**src/rtl/mdu_pkg.sv**
```systemverilog
package mdu_pkg;
  typedef enum logic [3:0] {
    OP_NONE, OP_RDHI, OP_RDLO, OP_WRHI, OP_WRLO,
    OP_MULT, OP_MADD, OP_MSUB, OP_MUL3, OP_DIV
  } mduOp_e;

  // strobes from control to datapath
  typedef struct packed {
    mduOp_e op;
    logic   isSigned;
    logic   divStep;
    logic   divLast;
  } mduCtl_t;

  localparam int FUNCT_W = 6;
endpackage

```
**src/rtl/mdu_ctrl.sv**
```systemverilog
module mdu_ctrl
  import mdu_pkg::*;
#(
  parameter int DATA_W = 32
) (
  input  logic               clk,
  input  logic               rstN,
  input  logic               start,
  input  logic               opGroup,
  input  logic [FUNCT_W-1:0] funct,
  output mduCtl_t            ctl,
  output logic               busy,
  output logic               done
);
  localparam int CNT_W = $clog2(DATA_W);
  localparam logic [CNT_W-1:0] LAST_STEP = CNT_W'(DATA_W - 1);

  mduOp_e decOp;
  logic   decSigned;
  logic   busyQ, doneQ, pendQ, pendHiQ;
  logic [CNT_W-1:0] cntQ;
  logic   accept, park, lastStep;

  always_comb begin
    decOp = OP_NONE;
    decSigned = 1'b0;
    case ({opGroup, funct})
      {1'b0, 6'h10}: decOp = OP_RDHI;
      {1'b0, 6'h11}: decOp = OP_WRHI;
      {1'b0, 6'h12}: decOp = OP_RDLO;
      {1'b0, 6'h13}: decOp = OP_WRLO;
      {1'b0, 6'h18}: begin decOp = OP_MULT; decSigned = 1'b1; end
      {1'b0, 6'h19}: decOp = OP_MULT;
      {1'b0, 6'h1A}: begin decOp = OP_DIV; decSigned = 1'b1; end
      {1'b0, 6'h1B}: decOp = OP_DIV;
      {1'b1, 6'h00}: begin decOp = OP_MADD; decSigned = 1'b1; end
      {1'b1, 6'h01}: decOp = OP_MADD;
      {1'b1, 6'h02}: begin decOp = OP_MUL3; decSigned = 1'b1; end
      {1'b1, 6'h04}: begin decOp = OP_MSUB; decSigned = 1'b1; end
      {1'b1, 6'h05}: decOp = OP_MSUB;
      default: ;
    endcase
  end

  assign accept   = start && !busyQ && !pendQ;
  assign park     = start && busyQ && !pendQ && (decOp == OP_RDHI || decOp == OP_RDLO);
  assign lastStep = busyQ && (cntQ == LAST_STEP);

  always_comb begin
    ctl.op       = OP_NONE;
    ctl.isSigned = decSigned;
    ctl.divStep  = busyQ;
    ctl.divLast  = lastStep;
    if (pendQ && !busyQ) ctl.op = pendHiQ ? OP_RDHI : OP_RDLO;
    else if (accept)     ctl.op = decOp;
  end

  always_ff @(posedge clk or negedge rstN) begin
    if (!rstN) begin
      busyQ <= 1'b0; doneQ <= 1'b0; pendQ <= 1'b0; pendHiQ <= 1'b0;
      cntQ  <= '0;
    end else begin
      doneQ <= lastStep;
      if (accept && decOp == OP_DIV) begin
        busyQ <= 1'b1;
        cntQ  <= '0;
      end else if (busyQ) begin
        cntQ <= cntQ + 1'b1;
        if (lastStep) busyQ <= 1'b0;
      end
      if (park) begin
        pendQ   <= 1'b1;
        pendHiQ <= (decOp == OP_RDHI);
      end else if (pendQ && !busyQ) begin
        pendQ <= 1'b0;
      end
    end
  end

  assign busy = busyQ;
  assign done = doneQ;

  assert_done_single_R7: assert property (@(posedge clk) disable iff (!rstN)
    doneQ |=> !doneQ);
  assert_busy_ends_done_R7: assert property (@(posedge clk) disable iff (!rstN)
    $fell(busyQ) |-> doneQ);
  assert_parked_read_served_R10: assert property (@(posedge clk) disable iff (!rstN)
    (pendQ && !busyQ) |=> !pendQ);
endmodule

```
**src/rtl/mdu_datapath.sv**
```systemverilog
module mdu_datapath
  import mdu_pkg::*;
#(
  parameter int DATA_W = 32
) (
  input  logic              clk,
  input  logic              rstN,
  input  mduCtl_t           ctl,
  input  logic [DATA_W-1:0] opA,
  input  logic [DATA_W-1:0] opB,
  output logic              resValid,
  output logic [DATA_W-1:0] result
);
  localparam int PROD_W = 2 * DATA_W;

  logic [DATA_W-1:0] hiQ, loQ, remQ, quoQ, dvsQ, resQ;
  logic              resVldQ, negQuoQ, negRemQ, zeroQ;
  logic [PROD_W-1:0] extA, extB, prod, acc;
  logic [DATA_W:0]   shifted;
  logic              fits;
  logic [DATA_W-1:0] nextRem, nextQuo, finQuo, finRem, magA, magB;

  assign extA = {{DATA_W{ctl.isSigned & opA[DATA_W-1]}}, opA};
  assign extB = {{DATA_W{ctl.isSigned & opB[DATA_W-1]}}, opB};
  assign prod = extA * extB;
  assign acc  = {hiQ, loQ};

  assign magA = (ctl.isSigned && opA[DATA_W-1]) ? -opA : opA;
  assign magB = (ctl.isSigned && opB[DATA_W-1]) ? -opB : opB;

  // one restoring step
  assign shifted = {remQ, quoQ[DATA_W-1]};
  assign fits    = shifted >= {1'b0, dvsQ};
  assign nextRem = fits ? (shifted[DATA_W-1:0] - dvsQ) : shifted[DATA_W-1:0];
  assign nextQuo = {quoQ[DATA_W-2:0], fits};
  assign finQuo  = zeroQ ? '0 : (negQuoQ ? -nextQuo : nextQuo);
  assign finRem  = zeroQ ? '0 : (negRemQ ? -nextRem : nextRem);

  always_ff @(posedge clk or negedge rstN) begin
    if (!rstN) begin
      hiQ <= '0; loQ <= '0; remQ <= '0; quoQ <= '0; dvsQ <= '0; resQ <= '0;
      resVldQ <= 1'b0; negQuoQ <= 1'b0; negRemQ <= 1'b0; zeroQ <= 1'b0;
    end else begin
      resVldQ <= 1'b0;
      case (ctl.op)
        OP_RDHI: begin resQ <= hiQ; resVldQ <= 1'b1; end
        OP_RDLO: begin resQ <= loQ; resVldQ <= 1'b1; end
        OP_WRHI: hiQ <= opA;
        OP_WRLO: loQ <= opA;
        OP_MULT: {hiQ, loQ} <= prod;
        OP_MADD: {hiQ, loQ} <= acc + prod;
        OP_MSUB: {hiQ, loQ} <= acc - prod;
        OP_MUL3: begin resQ <= prod[DATA_W-1:0]; resVldQ <= 1'b1; end
        OP_DIV: begin
          remQ    <= '0;
          quoQ    <= magA;
          dvsQ    <= magB;
          zeroQ   <= (opB == '0);
          negRemQ <= ctl.isSigned && opA[DATA_W-1];
          negQuoQ <= ctl.isSigned && (opA[DATA_W-1] ^ opB[DATA_W-1]);
        end
        default: ;
      endcase
      if (ctl.divStep) begin
        remQ <= nextRem;
        quoQ <= nextQuo;
        if (ctl.divLast) begin
          hiQ <= finRem;
          loQ <= finQuo;
        end
      end
    end
  end

  assign resValid = resVldQ;
  assign result   = resQ;

  assert_mul3_keeps_hilo_R4: assert property (@(posedge clk) disable iff (!rstN)
    (ctl.op == OP_MUL3) |=> (hiQ == $past(hiQ) && loQ == $past(loQ)));
  assert_read_returns_half_R6: assert property (@(posedge clk) disable iff (!rstN)
    (ctl.op == OP_RDHI) |=> (resVldQ && resQ == $past(hiQ)));
  assert_zero_divisor_R9: assert property (@(posedge clk) disable iff (!rstN)
    (ctl.divLast && zeroQ) |=> (hiQ == '0 && loQ == '0));
  assert_rem_below_divisor_R7: assert property (@(posedge clk) disable iff (!rstN)
    (ctl.divLast && !zeroQ && !negRemQ && !negQuoQ) |=> (hiQ < dvsQ));
endmodule

```
**src/rtl/muldiv_hilo.sv**
```systemverilog
module muldiv_hilo
  import mdu_pkg::*;
#(
  parameter int DATA_W = 32
) (
  input  logic              clk,
  input  logic              rstN,
  input  logic              start,
  input  logic              opGroup,
  input  logic [5:0]        funct,
  input  logic [DATA_W-1:0] opA,
  input  logic [DATA_W-1:0] opB,
  output logic              busy,
  output logic              done,
  output logic              resValid,
  output logic [DATA_W-1:0] result
);
  mduCtl_t ctl;

  mdu_ctrl #(.DATA_W(DATA_W)) uCtrl (
    .clk(clk), .rstN(rstN), .start(start), .opGroup(opGroup), .funct(funct),
    .ctl(ctl), .busy(busy), .done(done)
  );

  mdu_datapath #(.DATA_W(DATA_W)) uPath (
    .clk(clk), .rstN(rstN), .ctl(ctl), .opA(opA), .opB(opB),
    .resValid(resValid), .result(result)
  );
endmodule

```
**config.mk**
```make
export PLATFORM = sky130hd
export DESIGN_NAME = muldiv_hilo
export DESIGN_NICKNAME = d
export VERILOG_FILES = /design/src/rtl/mdu_pkg.sv /design/src/rtl/mdu_ctrl.sv /design/src/rtl/mdu_datapath.sv /design/src/rtl/muldiv_hilo.sv
export SDC_FILE = /design/constraint.sdc
export NUM_CORES = 2
export LEC_CHECK = 0
export BUFFER_PORTS_ARGS = -buffer_cell sky130_fd_sc_hd__buf_2
export CAP_MARGIN = 0
export CELL_PAD_IN_SITES_DETAIL_PLACEMENT = 0
export CELL_PAD_IN_SITES_GLOBAL_PLACEMENT = 1
export CORE_MARGIN = 2
export CORE_UTILIZATION = 40
export DETAILED_ROUTE_END_ITERATION = 12
export GPL_TIMING_DRIVEN = 0
export PLACE_DENSITY = 0.79
export SETUP_SLACK_MARGIN = 0.15
export SYNTH_ARGS = -nofsm -noshare
export SYNTH_HDL_FRONTEND = slang
export SYNTH_SLANG_ARGS = --single-unit
```
**constraint.sdc**
```tcl
create_clock -name clk -period 5.79 [get_ports clk]
set_input_delay 0.579 -clock clk [delete_from_list [all_inputs] [get_ports clk]]
set_output_delay 0.579 -clock clk [all_outputs]
set_load 0.02 [all_outputs]
```
==> out/results.txt <==
post-synthesis instance total - 7,162
Rows - 142
#FFs+latches synth - 205
startpoint type of the worst setup path - input port
initial core utilization - 40.23%
IO Count - 109
DRT antenna net count - 0
first-pass GRT wire length - 410,900 µm
routed vias/inst - 5.925
Layout area overhead - 24.36%
Synth Cell Area - 0.06018 mm²
Async SR Flop Fraction - 100.0%
clk sink count - 205
Max Fclk - 90.60 MHz
Crit-path slowest cell - fa_2
Yosys top cell by area - fa_1
status - finished, violations left
final hold violation count - 0
core area - 0.1496 mm²
largest net degree at the start of global routing - 104
Port Buffers - 70
slowest stage delay, CP - 570 ps
vias in the first global route - 56,967
type of the worst min-delay path - input port to asynchronous set/reset pin
clk_lat worst skew - 630 ps
Arrival @ worst endpoint - 11,490 ps
Clock Skew - 54.32 ps
top cell type's share of synthesized area - 37.52%
fraction of layout instances using a drive strength above 1 - 19.33%
classification of the worst setup path - input port to flop
layout net count - 9,181
synth top area cells - fa_1 38%, dfrtp_1 8.5%, ha_1 7.9%, inv_1 7.9%, nand2_1 6.6%
CTS max path bufs - 3
gpl congestion - 1.056
Worst-path clk slew - 60 ps
drt pass-1 iters - 9
Worst-Margin Slew - 1664 ps
DRC Markers - 0
via count - 57,133
hold_ws - 360.1 ps
# H-tree levels - 1
Die Height - 391.9 µm
die area - 0.1536 mm²
max-slew violations - 20
Most common cell on crit path - fa_1
area post-placement - 0.06536 mm²
Ys Warns - 0
endpoints failing setup - 74
period utilization - 190.6%
CP required - 6240 ps
sequential share of the synthesized area - 8.524%
dpl cells - 9,250
drt initial violations - 6,324
Setup WS post-layout - -5247 ps
antenna violations before repair - 32
Final Cell Area - 0.07484 mm²
root buffer cell - clkbuf_16
die width - 391.9 µm
relative slew slack - -11.37%
synthesized area per cell - 8.403 µm²
commonest non-fill, non-tap cell in the layout - inv_1
routed len/inst - 30.41 µm
Post-Route WL - 293,200 µm
HPWL Detailed - 233,700 µm
RSZ-0062 raised after global routing - true
reg-to-reg startpoint - uPath.dvsQ[11]
Final Non-Filler Cells - 9,642
Synth Net Count - 8,745
most frequent cells in the layout - 1,204 x inv_1, 1,054 x fa_1, 1,040 x nand2_1, 284 x ha_1, 282 x and2_1
crit path from - funct[4]
end-of-flow core utilization - 50.03%
Cell variety after synth - 105
EDFF count, synth - 0
Final Critical Period - 11,040 ps
maxcap violations - 2
number of buffers created by CTS - 27
Critical Path Sink Type - flop
TritonCTS clock tree - yes
largest fanout on the critical path - 6
Fillers - 14,254
GRT Util Overall - 37.61%
Top delay family on crit path - adder cells
dominant synthesized flop cell - dfrtp_1
Buf/Inv on CP - 10
failing checks - max-capacitance violations, max-slew violations, negative setup slack
grt total ovfl - 0
[worst register-to-register path: cells and delay by family, from the launching register on]
kind / cells / cell delay (ps)
AOI/OAI and AO/OA: 6 / 2630
buffers and inverters: 6 / 1840
and+or+nand+nor: 5 / 1160
adders and majority gates: 2 / 830
xor gates and xnor gates: 1 / 370
DFF: 1 / 350
[flip-flops by register name (all words and copies together) (netlist names)]
register        flops
uPath.remQ         32
uPath.hiQ          32
uPath.dvsQ         32
uCtrl.busy          1
uPath.resValid      1
uPath.loQ          32
uPath.result       32
uCtrl.pendHiQ       1
uPath.zeroQ         1
uPath.quoQ         32
uCtrl.cntQ          5
uPath.negRemQ       1
uCtrl.pendQ         1
uPath.negQuoQ       1
uCtrl.done          1
[logic make-up after synthesis]
family / after synthesis / synth area share (%)
xor gates and xnor gates: 256 / 3.749
muxes: 36 / 0.6029
adders and majority gates: 1509 / 45.44
AOI/OAI and AO/OA: 1332 / 14.63
and+or+nand+nor: 2099 / 16.19
DFF: 205 / 8.524
buffers and inverters: 1725 / 10.86
[routing by layer]
| layer | vias up | wire length (µm) | GRT usage (%) |
|---|---|---|---|
| li1 | 23773 | - | - |
| met1 | 29061 | 111700 | 48.66 |
| met2 | 3426 | 126300 | 57.27 |
| met3 | 845 | 32510 | 9.061 |
| met4 | 28 | 22500 | 22.05 |
| met5 | - | 217 | 0 |
[cell type report]
class,instances,area [µm²],share of cell area [%]
antenna,9,22.52,0.03009
buffer,450,4328,5.783
clock buffer,33,728.2,0.9730
clock inverter,15,221.5,0.2959
inverter,1271,4845,6.473
multi-input combinational,5232,53430,71.40
sequential,205,5130,6.854
tap,2016,2522,3.370
timing repair buffer,411,3610,4.823
[cell usage after synthesis (9+ instances only)]
library cell and number:
buf_1 68, and2_1 310, nor4_1 34, or3_1 24, o41ai_1 13, o221ai_1 71, inv_1 1267, nand4_1 38
o31a_1 10, nand2_1 1064, o21ai_0 290, xor2_1 94, or4_1 14, o2111ai_1 11, a31oi_1 39, ha_1 381
dfrtp_1 205, clkbuf_1 371, a21o_1 83, fa_1 1128, mux2i_1 34, nor2_1 281, o21a_1 37, a22oi_1 40
nand2b_1 50, nor3_1 76, nand3_1 74, o21bai_1 49, o31ai_1 44, a211oi_1 24, a211o_1 9, a21oi_1 336
xnor2_1 161, a221o_1 29, o22ai_1 53, a221oi_1 42, nor2b_1 30, and3_1 45, o211ai_1 43
[timing repair]
| action | 4_1_cts | 5_1_grt |
|---|---|---|
| setup buffers | 192 | 144 |
| endpoints found under the hold margin | 7 | 0 |
| pin swaps | 246 | 208 |
| gates cloned | 0 | 2 |
| gates resized for setup | 837 | 449 |
| hold buffers | 1 | 0 |
| setup endpoints to repair | 84 | 81 |
[path summary, 6_finish.rpt]
| kind | to | slack [ps] | cells past startpoint |
|---|---|---|---|
| min reg2reg | uPath.dvsQ[2] | 480 | 2 |
| min | uPath.dvsQ[20] | 360 | 2 |
| max in group asynchronous | uPath.loQ[20] | 4150 | 4 |
| min in group clk | uPath.dvsQ[7] | 410 | 3 |
| max reg2reg | uPath.hiQ[28] | -1520 | 20 |
| max | uPath.hiQ[31] | -5250 | 46 |
[per-stage QoR]
step           worst slack [ps]  TNS (ps)
3_5_place_dp              -8517   -374480
5_1_grt                   -5416   -227550
4_1_cts                   -5054   -204550
3_3_place_gp              -8389   -374640
2_1_floorplan             -4447   -172090
6_report                  -5247   -212720
Power is left out: the tool's default activity adds up to more than one toggle a clock period on the data nets, which glitch-free logic cannot reach.
